File: src/rtl/irq_arb_pkg.sv
package irq_arb_pkg;
    localparam int XLEN    = 32;
    localparam int CAUSE_W = $clog2(XLEN);

    typedef enum logic [1:0] {
        PRIV_USER  = 2'd0,
        PRIV_SUPER = 2'd1,
        PRIV_RSVD  = 2'd2,
        PRIV_MACH  = 2'd3
    } priv_e;

    typedef struct packed {
        logic               valid;
        logic [CAUSE_W-1:0] cause;
    } arb_pick_t;

    // Interrupts routed to machine level are open below machine or with the global bit.
    function automatic logic mach_open(priv_e p, logic gie);
        return (p != PRIV_MACH) || gie;
    endfunction

    // Interrupts routed to supervisor level are open in user mode, or in supervisor with the global bit.
    function automatic logic super_open(priv_e p, logic gie);
        return (p == PRIV_USER) || ((p == PRIV_SUPER) && gie);
    endfunction
endpackage

File: src/rtl/irq_pend_store.sv
module irq_pend_store
    import irq_arb_pkg::*;
#(
    parameter int W = XLEN
) (
    input  logic         clk,
    input  logic         rst,
    input  logic         wr_en,
    input  logic [W-1:0] wr_mask,
    input  logic [W-1:0] wr_value,
    output logic [W-1:0] pend_q,
    output logic [W-1:0] old_value
);
    logic [W-1:0] pend_next;

    always_comb begin
        pend_next = (pend_q & ~wr_mask) | (wr_value & wr_mask);
        old_value = pend_q;
    end

    always_ff @(posedge clk) begin
        if (rst) begin
            pend_q <= '0;
        end else if (wr_en) begin
            pend_q <= pend_next;
        end
    end

    AST_HOLD_IDLE: assert property (@(posedge clk) disable iff (rst)
        !wr_en |=> $stable(pend_q)) else $error("pending changed without write");

    AST_UNMASKED_KEEP: assert property (@(posedge clk) disable iff (rst)
        wr_en |=> (((pend_q ^ $past(pend_q)) & ~$past(wr_mask)) == '0)) else $error("unmasked bit changed");
endmodule

File: src/rtl/irq_enable_gate.sv
module irq_enable_gate
    import irq_arb_pkg::*;
#(
    parameter int W = XLEN
) (
    input  logic [W-1:0] pend,
    input  logic [W-1:0] ie,
    input  logic [W-1:0] deleg,
    input  priv_e        priv,
    input  logic         m_gie,
    input  logic         s_gie,
    output logic [W-1:0] taken
);
    logic         m_ok;
    logic         s_ok;
    logic [W-1:0] route_ok;

    always_comb begin
        m_ok     = mach_open(priv, m_gie);
        s_ok     = super_open(priv, s_gie);
        route_ok = (~deleg & {W{m_ok}}) | (deleg & {W{s_ok}});
        taken    = pend & ie & route_ok;
    end
endmodule

File: src/rtl/irq_low_first.sv
module irq_low_first
    import irq_arb_pkg::*;
#(
    parameter int W  = XLEN,
    localparam int CW = $clog2(W)
) (
    input  logic [W-1:0]  req,
    output logic          any,
    output logic [CW-1:0] idx
);
    always_comb begin
        any = 1'b0;
        idx = '0;
        for (int i = W - 1; i >= 0; i--) begin
            if (req[i]) begin
                any = 1'b1;
                idx = CW'(i);
            end
        end
    end
endmodule

File: src/rtl/irq_pend_arb.sv
module irq_pend_arb
    import irq_arb_pkg::*;
(
    input  logic               clk,
    input  logic               rst,
    input  logic               wr_en,
    input  logic [XLEN-1:0]    wr_mask,
    input  logic [XLEN-1:0]    wr_value,
    output logic [XLEN-1:0]    wr_old,
    output logic [XLEN-1:0]    pend_out,
    input  logic [XLEN-1:0]    int_enable,
    input  logic [XLEN-1:0]    deleg,
    input  logic [1:0]         priv,
    input  logic               m_gie,
    input  logic               s_gie,
    output logic               irq_valid,
    output logic [CAUSE_W-1:0] irq_cause,
    output logic               hard_req
);
    logic [XLEN-1:0] pend_q;
    logic [XLEN-1:0] taken;
    arb_pick_t       pick;
    priv_e           priv_l;

    assign priv_l = priv_e'(priv);

    irq_pend_store #(.W(XLEN)) u_store (
        .clk       (clk),
        .rst       (rst),
        .wr_en     (wr_en),
        .wr_mask   (wr_mask),
        .wr_value  (wr_value),
        .pend_q    (pend_q),
        .old_value (wr_old)
    );

    irq_enable_gate #(.W(XLEN)) u_gate (
        .pend  (pend_q),
        .ie    (int_enable),
        .deleg (deleg),
        .priv  (priv_l),
        .m_gie (m_gie),
        .s_gie (s_gie),
        .taken (taken)
    );

    irq_low_first #(.W(XLEN)) u_pick (
        .req (taken),
        .any (pick.valid),
        .idx (pick.cause)
    );

    assign pend_out  = pend_q;
    assign irq_valid = pick.valid;
    assign irq_cause = pick.cause;
    assign hard_req  = |pend_q;

    AST_VALID_NEEDS_PEND: assert property (@(posedge clk) disable iff (rst)
        irq_valid |-> hard_req) else $error("selection without pending");

    AST_CAUSE_ENABLED: assert property (@(posedge clk) disable iff (rst)
        irq_valid |-> (pend_q[irq_cause] && int_enable[irq_cause])) else $error("disabled cause chosen");

    AST_DELEG_MACH_BLOCK: assert property (@(posedge clk) disable iff (rst)
        (irq_valid && priv_l == PRIV_MACH) |-> !deleg[irq_cause]) else $error("delegated taken in machine");

    AST_LOWEST_WINS: assert property (@(posedge clk) disable iff (rst)
        irq_valid |-> ((taken & ((XLEN'(1) << irq_cause) - XLEN'(1))) == '0)) else $error("lower candidate skipped");

    AST_IDLE_ZERO: assert property (@(posedge clk) disable iff (rst)
        !irq_valid |-> (irq_cause == '0)) else $error("cause nonzero when idle");
endmodule

File: config.mk
export PLATFORM = sky130hd
export DESIGN_NAME = irq_pend_arb
export DESIGN_NICKNAME = d
export VERILOG_FILES = /design/src/rtl/irq_arb_pkg.sv /design/src/rtl/irq_pend_store.sv /design/src/rtl/irq_enable_gate.sv /design/src/rtl/irq_low_first.sv /design/src/rtl/irq_pend_arb.sv
export SDC_FILE = /design/constraint.sdc
export NUM_CORES = 1
export LEC_CHECK = 0
export ABC_AREA = 1
export BUFFER_PORTS_ARGS = -buffer_cell sky130_fd_sc_hd__buf_4
export CORE_ASPECT_RATIO = 1.75
export CORE_UTILIZATION = 39
export CTS_BUF_LIST = sky130_fd_sc_hd__clkbuf_8 sky130_fd_sc_hd__clkbuf_16
export DETAILED_ROUTE_END_ITERATION = 12
export PLACE_DENSITY_LB_ADDON = 0.2
export SYNTH_ARGS = -nofsm -noshare
export SYNTH_HDL_FRONTEND = slang
export SYNTH_SLANG_ARGS = --single-unit
File: constraint.sdc
create_clock -name clk -period 2.35 [get_ports clk]
set_input_delay 0.1175 -clock clk [delete_from_list [all_inputs] [get_ports clk]]
set_output_delay 0.1175 -clock clk [all_outputs]
set_load 0.01 [all_outputs]
==> out/qor.yml <==
critPathKind: "register to output port"
setup_viol: 2
nFillCells: 574
synthDistinctLibCells: 31
nets: 712
wl_per_cell_um: 13.3
crit_required_ns: 2.23
drive_gt1_frac: 0.448
failed_checks: "setup timing"
area_growth_pct: 67.5
p_seq_frac: 0.344
synth_edf_count: 0
synth-seq-cells: 32
die_w_um: 62.1
root_buffer: "clkbuf_8"
cts_sinks: 32
routed_via_density: 5.08
slew_headroom: 0.600
ys.flop_type: "dfxtp_1"
rsz0062_at_grt: "yes"
switching_share: 0.306
yosysTopAreaCellShare: 0.260
end_kind: "output port"
finalHoldViolations: 0
dr.pass1.iters: 6
rrSetupSlack_ns: 1.57
drc: 0
grt_max_degree: 64
max_freq_mhz: 363
tightest_slew_ns: 0.601
start_kind: "register"
rows: 38
diodes: 0
detailedRoute.firstIterationViolations: 158
yosysWarnings: 0
timing.final.crit_share: 1.17
max_stage_delay_ns: 0.33
yosysMostFrequentCell: "nand2_1"
synth_area_um2: 2470
insertion_delay_ns: 0.28
cpLargestDelayFamily: "simple AND/OR/NAND/NOR gates"
p_int_uw: 1210
status: "finished, violations left"
grt_first_pass_wirelength_um: 13900
min_path_type: "input port to register"
power.leakage_uw: 0.00216
syn-num-nets: 521
grt_pass1_vias: 3258
tritoncts: "built"
placed_area_um2: 3990
finalCriticalPeriod_ns: 2.76
ant_nets: 0
num_io_pins: 206
vdd_ir_drop_max_mv: 0.263
holdPathStages: 3
yosys.area.top_type: "dfxtp_1"
fin_area_um2: 4130
numCtsBuffers: 5
antenna_found_initial: 0
drv_cap: 0
htreeDepth: 2
ys_seq_area_frac: 0.260
fin_worst_hold_slack_ns: 0.0900
worstHoldStart: "wr_value[11]"
clkTransAtPathRegs_ns: 0.07
async_flop_share: 0
fin_ws_ns: -0.408
grt_use_total: 0.257
num_vias: 3342
worstRegToRegCells: 3
critPathMaxFanout: 2
hpwlAfterDp_um: 7070
p_per_area_nw_per_um2: 422
skew_ns: 0
p_total_uw: 1750
synthCells: 386
wirelength_um: 8780
cp_slowest_cell: "dfxtp_2"
io_buffer_count: 205
avgSynthCellArea_um2: 6.39
instances_no_fill: 658
postCtsHoldBufs: 0
die_h_um: 107
initial_core_util: 0.402
max-clock-path-buffers: 2
overflow: 0
cpMostUsedCell: "nand2_1"
yosys-top-cells-area: "dfxtp_1, nand2_1, buf_4, o2111ai_1, a21oi_1"
cp.arrival_ns: 2.64
routabilityCongestion: 0.810
pwr-share-comb: 0.350
dp_cells: 649
synth_commonest_cells: "nand2_1, a21oi_1, buf_4, dfxtp_1, nand3_1"
p_clk_frac: 0.306
p_switching_uw: 535
slew_viol_final: 0
path_buf_inv: 2
core_area_um2: 6130
design.die.area_um2: 6660
==> power by group through the flow <==
stage          Combinational (uW)  Clock [uW]  Sequential (uW)
2_1_floorplan                 265           0              619
3_3_place_gp                  596           0              612
3_5_place_dp                  606           0              612
4_1_cts                       610         541              600
5_1_grt                       674         560              604
6_report                      611         535              600
==> metrics by stage <==
| step | util | setup WS (ns) | setup TNS (ns) |
|---|---|---|---|
| 2_1_floorplan | - | 0.0183 | 0 |
| 3_3_place_gp | 0.650 | -0.148 | -0.148 |
| 3_5_place_dp | 0.650 | -0.197 | -0.197 |
| 4_1_cts | 0.668 | -0.477 | -0.477 |
| 5_1_grt | 0.674 | -0.793 | -1.05 |
| 6_report | 0.674 | -0.408 | -0.452 |
==> cell usage in the layout, fill, tap and decap left out, types with 2 or more instances in the layout <==
| master | instances |
|---|---|
| a21oi_1 | 33 |
| a31oi_1 | 2 |
| buf_4 | 231 |
| clkbuf_8 | 5 |
| dfxtp_1 | 31 |
| inv_1 | 13 |
| nand2_1 | 151 |
| nand2_2 | 4 |
| nand3_1 | 32 |
| nand4_1 | 3 |
| nand4_4 | 2 |
| nor2_1 | 19 |
| nor4_1 | 8 |
| o2111ai_1 | 21 |
| o2111ai_2 | 4 |
==> logic make-up after synthesis <==
kind of cell / Yosys count / synth area share
AND/OR/NAND/NOR: 225 / 0.396
flip-flops: 32 / 0.260
AO/OA/AOI/OAI: 69 / 0.200
buffers and inverters: 60 / 0.144
==> how the worst max path moves through the flow <==
stage | startpoint | endpoint | slack [ns] | cells after the start
global placement | s_gie | irq_cause[0] | -0.15 | 37
detailed placement | s_gie | irq_cause[0] | -0.20 | 37
CTS | register | irq_cause[0] | -0.48 | 35
finish | register | irq_cause[0] | -0.41 | 35
global route | register | irq_cause[0] | -0.79 | 35
floorplan | register | irq_cause[0] | 0.02 | 34
==> worst register-to-register path: stages, from the launching register on <==
cell and delay, ns:
dfxtp_1 0.38, buf_4 0.15, nand2_1 0.05, a21oi_1 0.14
==> cell type report <==
type / count / area [um2] / share of cell area
Clock inverter: 3 / 38.8 / 0.00938
Sequential cell: 32 / 642 / 0.155
Timing Repair Buffer: 231 / 1730 / 0.419
Multi-Input combinational cell: 294 / 1500 / 0.363
Tap cell: 80 / 100 / 0.0242
Clock buffer: 5 / 68.8 / 0.0166
Inverter: 13 / 51.3 / 0.0124
==> metal layers <==
| metal | track usage | wire [um] | vias to the layer above | part of all wire |
|---|---|---|---|---|
| li1 | - | - | 1673 | - |
| met1 | 0.261 | 3300 | 1536 | 0.38 |
| met2 | 0.523 | 4870 | 124 | 0.55 |
| met3 | 0.0457 | 508 | 9 | 0.058 |
| met4 | 0.0681 | 102 | 0 | 0.012 |
| met5 | 0 | 0 | - | 0 |
==> timing repair <==
| action | 4_1_cts | 5_1_grt |
|---|---|---|
| endpoints found under the setup margin | 1 | 4 |
| buffers inserted | 0 | 1 |
| gates resized for setup | 2 | 5 |
| pin swaps | 4 | 6 |
No activity file was read; power rests on OpenSTA's default activity.
